## src/rtl/dma_seq_pkg.sv

```systemverilog
package dma_seq_pkg;

  localparam int unsigned DIR_LSB   = 6;
  localparam int unsigned UNIT_LSB  = 8;
  localparam int unsigned BLK_BIT   = 10;
  localparam int unsigned DDEC_BIT  = 11;
  localparam int unsigned SDEC_BIT  = 12;
  localparam int unsigned DHOLD_BIT = 13;
  localparam int unsigned SHOLD_BIT = 14;
  localparam int unsigned STEP_W    = 5;

  typedef enum logic [1:0] {
    DIR_M2M = 2'b00,
    DIR_M2P = 2'b01,
    DIR_P2M = 2'b10,
    DIR_RSV = 2'b11
  } dir_e;

  typedef enum logic [1:0] {
    ADJ_INC  = 2'b00,
    ADJ_DEC  = 2'b01,
    ADJ_HOLD = 2'b10
  } adj_e;

  typedef enum logic {
    ST_IDLE = 1'b0,
    ST_RUN  = 1'b1
  } chan_state_e;

  typedef struct packed {
    dir_e              dir;
    logic [STEP_W-1:0] step;
    adj_e              src_adj;
    adj_e              dst_adj;
    logic              bad;
  } chan_cfg_t;

endpackage

```

## src/rtl/dma_cfg_decode.sv

```systemverilog
module dma_cfg_decode
  import dma_seq_pkg::*;
(
  input  logic [31:0] cfg_i,
  output chan_cfg_t   dec_o
);

  logic [1:0] unit_code;
  logic       blk_mode;
  logic [STEP_W-1:0] base_step;

  assign unit_code = cfg_i[UNIT_LSB +: 2];
  assign blk_mode  = cfg_i[BLK_BIT];

  always_comb begin
    base_step = STEP_W'(1) << unit_code;
    dec_o.dir  = dir_e'(cfg_i[DIR_LSB +: 2]);
    dec_o.step = blk_mode ? (base_step << 2) : base_step;
    // hold beats the direction bit on each side
    if (cfg_i[SHOLD_BIT])      dec_o.src_adj = ADJ_HOLD;
    else if (cfg_i[SDEC_BIT])  dec_o.src_adj = ADJ_DEC;
    else                       dec_o.src_adj = ADJ_INC;
    if (cfg_i[DHOLD_BIT])      dec_o.dst_adj = ADJ_HOLD;
    else if (cfg_i[DDEC_BIT])  dec_o.dst_adj = ADJ_DEC;
    else                       dec_o.dst_adj = ADJ_INC;
    dec_o.bad = (cfg_i[DIR_LSB +: 2] == 2'b11) ||
                (unit_code == 2'b11) ||
                (blk_mode && (unit_code != 2'b10));
  end

endmodule

```

## src/rtl/dma_job_check.sv

```systemverilog
module dma_job_check
  import dma_seq_pkg::*;
#(
  parameter int unsigned AW = 32,
  parameter int unsigned CW = 16
) (
  input  chan_cfg_t       dec_i,
  input  logic [AW-1:0]   src_i,
  input  logic [AW-1:0]   dst_i,
  input  logic [CW-1:0]   len_i,
  output logic            ok_o
);

  logic [STEP_W-1:0] low_mask;
  logic              src_mis;
  logic              dst_mis;
  logic              len_bad;

  always_comb begin
    low_mask = dec_i.step - STEP_W'(1);
    src_mis  = |(src_i[STEP_W-1:0] & low_mask);
    dst_mis  = |(dst_i[STEP_W-1:0] & low_mask);
    len_bad  = (len_i == '0) || (|(len_i[STEP_W-1:0] & low_mask));
    ok_o     = !dec_i.bad && !src_mis && !dst_mis && !len_bad;
  end

endmodule

```

## src/rtl/dma_addr_unit.sv

```systemverilog
module dma_addr_unit
  import dma_seq_pkg::*;
#(
  parameter int unsigned AW = 32
) (
  input  logic              clk,
  input  logic              rst_n,
  input  logic              load_i,
  input  logic [AW-1:0]     load_addr_i,
  input  adj_e              load_adj_i,
  input  logic [STEP_W-1:0] step_i,
  input  logic              adv_i,
  output logic [AW-1:0]     addr_o
);

  localparam int unsigned PADW = AW - STEP_W;

  logic [AW-1:0] addr_q, addr_d;
  adj_e          adj_q,  adj_d;
  logic          addr_en;
  logic [AW-1:0] step_ext;

  assign step_ext = {{PADW{1'b0}}, step_i};
  assign addr_en  = load_i || adv_i;

  always_comb begin
    adj_d  = load_i ? load_adj_i : adj_q;
    addr_d = addr_q;
    if (load_i) begin
      addr_d = load_addr_i;
    end else if (adv_i) begin
      case (adj_q)
        ADJ_INC: addr_d = addr_q + step_ext;
        ADJ_DEC: addr_d = addr_q - step_ext;
        default: addr_d = addr_q;
      endcase
    end
  end

  always_ff @(posedge clk or negedge rst_n) begin
    if (!rst_n) begin
      addr_q <= '0;
      adj_q  <= ADJ_INC;
    end else begin
      if (addr_en) addr_q <= addr_d;
      if (load_i)  adj_q  <= adj_d;
    end
  end

  assign addr_o = addr_q;


  hold_stable_chk: assert property (@(posedge clk) disable iff (!rst_n)
    (adv_i && !load_i && adj_q == ADJ_HOLD) |=> (addr_o == $past(addr_o)));

endmodule

```

## src/rtl/dma_addr_seq.sv

```systemverilog
module dma_addr_seq
  import dma_seq_pkg::*;
#(
  parameter int unsigned AW = 32,
  parameter int unsigned CW = 16
) (
  input  logic              clk,
  input  logic              rst_n,
  input  logic              start_i,
  input  logic [31:0]       cfg_i,
  input  logic [AW-1:0]     src_i,
  input  logic [AW-1:0]     dst_i,
  input  logic [CW-1:0]     len_i,
  input  logic              preq_i,
  input  logic              xfer_ready_i,
  output logic              xfer_valid_o,
  output logic [AW-1:0]     xfer_src_o,
  output logic [AW-1:0]     xfer_dst_o,
  output logic [STEP_W-1:0] xfer_size_o,
  output logic              busy_o,
  output logic              done_o,
  output logic              err_o
);

  localparam int unsigned CPAD = CW - STEP_W;
  localparam int unsigned NSIDE = 2;

  // reset: asserted asynchronously, released on a clock edge
  logic [1:0] rst_sync_q;
  logic       rst_core_n;

  always_ff @(posedge clk or negedge rst_n) begin
    if (!rst_n) rst_sync_q <= 2'b00;
    else        rst_sync_q <= {rst_sync_q[0], 1'b1};
  end
  assign rst_core_n = rst_sync_q[1];

  chan_cfg_t dec;
  logic      job_ok;

  dma_cfg_decode u_dec (
    .cfg_i (cfg_i),
    .dec_o (dec)
  );

  dma_job_check #(.AW(AW), .CW(CW)) u_chk (
    .dec_i (dec),
    .src_i (src_i),
    .dst_i (dst_i),
    .len_i (len_i),
    .ok_o  (job_ok)
  );

  chan_state_e       state_q, state_d;
  logic [CW-1:0]     rem_q,   rem_d;
  logic [STEP_W-1:0] step_q;
  dir_e              dir_q;
  logic              err_q,   err_d;
  logic              done_q,  done_d;

  logic take_start, launch, accept, last_xfer;
  logic rem_en, cfg_en, err_en;
  logic [CW-1:0] step_cnt;

  assign take_start = (state_q == ST_IDLE) && start_i;
  assign launch     = take_start && job_ok;
  assign xfer_valid_o = (state_q == ST_RUN) && ((dir_q == DIR_M2M) || preq_i);
  assign accept     = xfer_valid_o && xfer_ready_i;
  assign step_cnt   = {{CPAD{1'b0}}, step_q};
  assign last_xfer  = accept && (rem_q == step_cnt);

  assign rem_en = launch || accept;
  assign cfg_en = launch;
  assign err_en = take_start;

  always_comb begin
    state_d = state_q;
    case (state_q)
      ST_IDLE: if (launch)    state_d = ST_RUN;
      ST_RUN:  if (last_xfer) state_d = ST_IDLE;
      default:                state_d = ST_IDLE;
    endcase
    rem_d  = launch ? len_i : (rem_q - step_cnt);
    err_d  = !job_ok;
    done_d = last_xfer;
  end

  always_ff @(posedge clk or negedge rst_core_n) begin
    if (!rst_core_n) begin
      state_q <= ST_IDLE;
      rem_q   <= '0;
      step_q  <= STEP_W'(1);
      dir_q   <= DIR_M2M;
      err_q   <= 1'b0;
      done_q  <= 1'b0;
    end else begin
      state_q <= state_d;
      done_q  <= done_d;
      if (rem_en) rem_q <= rem_d;
      if (cfg_en) begin
        step_q <= dec.step;
        dir_q  <= dec.dir;
      end
      if (err_en) err_q <= err_d;
    end
  end

  // one address unit per side: 0 = source, 1 = destination
  logic [NSIDE-1:0][AW-1:0] side_start;
  adj_e                     side_adj [NSIDE];
  logic [NSIDE-1:0][AW-1:0] side_addr;

  assign side_start[0] = src_i;
  assign side_start[1] = dst_i;
  assign side_adj[0]   = dec.src_adj;
  assign side_adj[1]   = dec.dst_adj;

  for (genvar s = 0; s < NSIDE; s++) begin : g_side
    dma_addr_unit #(.AW(AW)) u_addr (
      .clk         (clk),
      .rst_n       (rst_core_n),
      .load_i      (launch),
      .load_addr_i (side_start[s]),
      .load_adj_i  (side_adj[s]),
      .step_i      (step_q),
      .adv_i       (accept),
      .addr_o      (side_addr[s])
    );
  end

  assign xfer_src_o  = side_addr[0];
  assign xfer_dst_o  = side_addr[1];
  assign xfer_size_o = step_q;
  assign busy_o      = (state_q == ST_RUN);
  assign done_o      = done_q;
  assign err_o       = err_q;


  done_single_chk: assert property (@(posedge clk) disable iff (!rst_core_n)
    done_o |=> !done_o);


  done_idle_chk: assert property (@(posedge clk) disable iff (!rst_core_n)
    done_o |-> !busy_o);


  rem_cover_chk: assert property (@(posedge clk) disable iff (!rst_core_n)
    busy_o |-> (rem_q != '0) && (rem_q >= step_cnt));


  src_align_chk: assert property (@(posedge clk) disable iff (!rst_core_n)
    xfer_valid_o |-> ((xfer_src_o[STEP_W-1:0] & (xfer_size_o - STEP_W'(1))) == '0));


  dst_align_chk: assert property (@(posedge clk) disable iff (!rst_core_n)
    xfer_valid_o |-> ((xfer_dst_o[STEP_W-1:0] & (xfer_size_o - STEP_W'(1))) == '0));


  err_not_busy_chk: assert property (@(posedge clk) disable iff (!rst_core_n)
    !(err_o && busy_o));


  busy_start_chk: assert property (@(posedge clk) disable iff (!rst_core_n)
    (busy_o && start_i) |=> (xfer_size_o == $past(xfer_size_o)));


  size_legal_chk: assert property (@(posedge clk) disable iff (!rst_core_n)
    busy_o |-> $onehot0(xfer_size_o) && (xfer_size_o != 5'd8));

endmodule

```

## config.mk

```make
export PLATFORM = sky130hd
export DESIGN_NAME = dma_addr_seq
export DESIGN_NICKNAME = d
export VERILOG_FILES = /design/src/rtl/dma_seq_pkg.sv /design/src/rtl/dma_cfg_decode.sv /design/src/rtl/dma_job_check.sv /design/src/rtl/dma_addr_unit.sv /design/src/rtl/dma_addr_seq.sv
export SDC_FILE = /design/constraint.sdc
export NUM_CORES = 1
export LEC_CHECK = 0
export BUFFER_PORTS_ARGS = -buffer_cell sky130_fd_sc_hd__buf_2
export CORE_MARGIN = 2
export CORE_UTILIZATION = 55
export DETAILED_ROUTE_END_ITERATION = 7
export PLACE_DENSITY = 0.82
export SLEW_MARGIN = 25
export SYNTH_ARGS = -nofsm -noshare
export SYNTH_HDL_FRONTEND = slang
export SYNTH_SLANG_ARGS = --single-unit
```

## constraint.sdc

```tcl
create_clock -name clk -period 5.85 [get_ports clk]
set_input_delay 1.4625 -clock clk [delete_from_list [all_inputs] [get_ports clk]]
set_output_delay 1.4625 -clock clk [all_outputs]
set_load 0.02 [all_outputs]
```

==> results.md <==
Outcome:
- The run finished with clean final reports.

Timing:
- Setup repair after global routing left no endpoint under its margin.
- The part of the cycle the worst path needs is 71.67%.
- The transition time at the pin with the least slew margin is 0.9249 ns.
- The worst clock skew is 0.01203 ns.
- For this run, the top clock speed supported by timing is 238.5 MHz.
- The final critical-path required period is 4.193 ns.
- Measured against its own limit, the worst slew margin works out to 38.34%.
- Setup violations remaining at the end of the flow were counted as 0.
- For the final routed database, the setup TNS stands at 0 ns.
- The count of final max-slew check failures is 0.
- The number of hold violations in the final report is 0.
- The setup slack after layout is 1.657 ns.

Setup path:
- STA classifies the critical path startpoint as a register.
- Along the worst path, the maximum fanout reaches 6.
- STA puts the critical path data arrival time at 4.43 ns.
- The category of the critical setup timing path is reg2reg.
- The startpoint identified for the worst register-to-register timing path is xfer_size_o[0].
- The worst register-to-register path has a depth of 15.
- The delay of the slowest cell on the worst path is 0.61 ns.
- The category of the worst setup path capture point is a register.
- The critical path goes through inv_1, ha_1, and3_1, ha_1, nand2b_1, ha_1, a21oi_1, o21ai_0, nand2_1, a21oi_1, o21ai_0, or3b_1, a21oi_1, o21bai_1, nand4_1.
- The slowest stage of the critical path belongs to the cell sky130_fd_sc_hd__dfstp_2.
- The worst register-to-register path ends at g_side[1].u_addr.addr_o[31].
- The launching instance or port of the critical path is xfer_size_o[0].
- The register-to-register path setup slack is 1.66 ns.
- The required time at the endpoint of the critical path is 6.08 ns.

Finish:
- The fraction of final layout cells with drive strength greater than 1 is 18.35%.
- Relative to the synthesized area, the layout overhead comes to 15.24%.
- The number of antenna diodes in the final layout is 0.
- The net count reported at finish is 1,325.
- The number of fill cells in the layout is 1,268.

Synth:
- By area the synthesized netlist is led by sky130_fd_sc_hd__dfrtp_1 (30%), sky130_fd_sc_hd__ha_1 (11%), sky130_fd_sc_hd__a21oi_1 (7.0%).
- Summing every instance area after synthesis gives 0.008006 mm^2.
- Counting distinct cell types in the post-synthesis netlist gives 70.
- The cell type with the highest aggregate area in the netlist is sky130_fd_sc_hd__dfrtp_1.
- The synthesized netlist devotes 25.54% of its cell area to compound gates.
- The fraction of registers with async set or reset after synthesis is 100.0%.
- After synthesis, the share of cell area in mux cells is 1.016%.
- Summing the areas of all fa, ha and maj instances in the mapped netlist gives 11.85% of the synthesized area.
- The area share of the leading cell type in the synthesized netlist is 29.69%.
- Yosys printed 0 warnings.
- The number of synthesized register bits is 96.
- The synthesized instance count is 995.
- Synthesis produced a netlist with a net count of 1,186.
- The portion of the post-synthesis area used by sequential elements is 30.02%.
- The area fraction in and, or, nand and nor cells after synthesis is 20.64%.
- Counting instances in the post-synthesis netlist gives the leading cell types as sky130_fd_sc_hd__nand2_1 (119), sky130_fd_sc_hd__a21oi_1 (112), sky130_fd_sc_hd__nor2_1 (104), sky130_fd_sc_hd__dfrtp_1 (95), sky130_fd_sc_hd__o21ai_0 (76).
- After synthesis, the mean cell area works out to 8.047 um^2.
- Of the total synthesized cell area, the portion taken by XOR and XNOR cells is 6.892%.
- The number of enable flip-flop cells after synthesis is 0.
- Yosys instantiated no cell more often than sky130_fd_sc_hd__nand2_1.
- By area, the combinational part of the netlist is dominated by compound AO/OA/AOI/OAI gates.
- The dominant synthesized flop cell is sky130_fd_sc_hd__dfrtp_1.

Routing:
- The first-iteration detailed-routing DRC count is 592.
- Dividing the detail-routed via count by the number of cells gives 5.899.
- For this run, design rule violations remaining after detail routing come to 0.
- The remaining antenna violation count is 0.
- The mean routed wirelength per cell is 16.31 um.
- The final layout contains routed wiring with a total length of 21,580 um.
- The via count is 7,804.
- The pre-antenna-repair detailed-routing pass consisted of 5 iterations.

Die:
- The floorplan step defined a die boundary enclosing 0.01554 mm^2.
- The number of cell rows is 44.
- 190 I/O pins were placed.
- The starting density of the core is 55.72%.
- After floorplanning, the core was sized to cover 0.01437 mm^2.
- The floorplan step set the die width to 124.7 um.
- The vertical die dimension is 124.7 um.

Clocking:
- At the later pin of the worst-skew pair, clock insertion delay measures 0.36 ns.
- Post-CTS repair changed the size of 0 cells.
- Buffers added to address setup during post-CTS repair amount to 0.
- In this run the clock root is driven by a sky130_fd_sc_hd__clkbuf_16.
- The maximum count of clock buffers along a single path is 2.
- TritonCTS built the clock tree.
- The sink count of the clock tree is 96.
- The H-tree was split into 3 levels.
- TritonCTS created 9 clock buffers.
- The clock slew at the register clock pins of the worst setup and hold paths is 0.07 ns.
- For this design, the CTS-stage hold fixing added 0 buffers.

Hold path:
- The worst hold path belongs to the class reg2async.

Global route:
- The via count of the first global-routing pass is 7,441.
- The initial antenna violation count is 1.
- Global routing used 27.55% of the available tracks across all layers.
- The first-pass GRT wire length is 35,400 um.
- The leftover overflow at the end of global routing is 0.
- The maximum number of pins on one net before global-route repair is 59.

Power and ir drop:
- In this run the power density over the cells is 362.1 mW/mm^2.
- The analysis attributes to cell leakage a power of 0.004578 uW.
- The highest ir drop seen on vdd is 236.7 uV.

Run:
- The number of violations of the max-capacitance limit is 0.

Placed design:
- At the end of routability-driven placement, the weighted congestion stood at 0.9158.
- The number of port buffers is 166.
- Prior to clock tree synthesis, the placed netlist has a worst setup slack of 1.635 ns.
- The wire-length estimate of the detail-placed layout is 16,210 um.
worst max-delay path by stage:
| stage | depth (start not counted) | slack (ns) | end |
|---|---|---|---|
| final | 15 | 1.66 | g_side[1].u_addr.addr_o[31] |
| after global routing | 15 | 1.39 | g_side[1].u_addr.addr_o[31] |
| after CTS | 15 | 1.68 | g_side[1].u_addr.addr_o[31] |
| after detailed placement | 9 | 1.63 | xfer_size_o[4] |
| after global placement | 9 | 1.68 | xfer_size_o[4] |
| after floorplan | 15 | 2.34 | g_side[1].u_addr.addr_o[24] |
worst max-delay path, delay by kind of cell (launching register included):
kind                     cells  cell delay (ns)
adder cells (fa/ha/maj)      3             0.88
AO/OA/AOI/OAI                6             1.29
AND/OR/NAND/NOR              5             1.16
buffers and inverters        1             0.12
flip-flops                   1             0.61
power breakdown:
group / switching [uW] / leakage, uW / internal, uW
clock: 269 / 0.000136 / 333
sequential: 211 / 0.00120 / 888
combinational: 970 / 0.00324 / 670
metrics by stage:
| step | cell area (um^2) | total power [uW] | cells | hold slack (ns) | util, % |
|---|---|---|---|---|---|
| floorplan | 8006 | 2270 | 995 | 0.3312 | - |
| global placement | 8935 | 2681 | 1307 | 0.3280 | 62.18 |
| detailed placement | 8935 | 2730 | 1307 | 0.3298 | 62.18 |
| CTS | 9226 | 3342 | 1323 | 0.3365 | 64.21 |
| global route | 9226 | 3592 | 1323 | 0.3575 | 64.21 |
| finish | 9226 | 3341 | 1323 | 0.3079 | 64.21 |
layout make-up:
| class | instances | area [um^2] | area share, % |
|---|---|---|---|
| multi-input cells | 827 | 5300 | 57.45 |
| flip-flops and latches | 96 | 2407 | 26.09 |
| repair buffers | 173 | 895.9 | 9.710 |
| clock buffers | 11 | 232.7 | 2.522 |
| well taps | 184 | 230.2 | 2.495 |
| inverters | 27 | 101.3 | 1.098 |
| clock inverters | 5 | 58.81 | 0.6374 |
state kept, by name, indices dropped and copies added, names as in the netlist:
| signal | cells |
|---|---|
| g_side.u_addr.addr_o | 64 |
| xfer_size_o | 5 |
| rst_sync_q | 2 |
| done_o | 1 |
| busy_o | 1 |
| g_side.u_addr.adj_q | 4 |
| dir_q | 2 |
| rem_q | 16 |
| err_o | 1 |
layout by cell type (no fill, tap or decap), types with 6 or more instances in the layout:
cell / n
sky130_fd_sc_hd__nand2b_1: 12
sky130_fd_sc_hd__clkbuf_16: 9
sky130_fd_sc_hd__nor2b_1: 15
sky130_fd_sc_hd__nor4_1: 7
sky130_fd_sc_hd__and3_1: 19
sky130_fd_sc_hd__o21ai_0: 76
sky130_fd_sc_hd__a21oi_1: 112
sky130_fd_sc_hd__o21ai_1: 6
sky130_fd_sc_hd__buf_4: 6
sky130_fd_sc_hd__ha_1: 71
sky130_fd_sc_hd__nand3_1: 16
sky130_fd_sc_hd__mux2i_1: 7
sky130_fd_sc_hd__xnor2_1: 37
sky130_fd_sc_hd__inv_1: 27
sky130_fd_sc_hd__nor2_1: 104
sky130_fd_sc_hd__dfrtp_1: 94
sky130_fd_sc_hd__a31oi_1: 15
sky130_fd_sc_hd__nor3_1: 22
sky130_fd_sc_hd__o21bai_1: 12
sky130_fd_sc_hd__o21a_1: 7
sky130_fd_sc_hd__nand2_1: 119
sky130_fd_sc_hd__o22ai_1: 6
sky130_fd_sc_hd__or3_1: 11
sky130_fd_sc_hd__buf_2: 166
sky130_fd_sc_hd__xor2_1: 26
sky130_fd_sc_hd__o211ai_1: 17
sky130_fd_sc_hd__a21o_1: 29
metal layers:
metal  global-route usage (%)  up-vias  routed length, um
met5                        0        -                  0
met4                    10.05        0                524
met3                    4.424       36               1234
met2                    45.03      258              10070
met1                    37.01     3645               9757
li1                         -     3865                  -
logic make-up after synthesis:
| family | after synthesis |
|---|---|
| buffers and inverters | 72 |
| multiplexers | 8 |
| AND/OR/NAND/NOR | 354 |
| other | 1 |
| adder cells (fa/ha/maj) | 74 |
| XOR/XNOR | 63 |
| flip-flops | 96 |
| AO/OA/AOI/OAI | 327 |
Power figures use the tool's default switching activity.
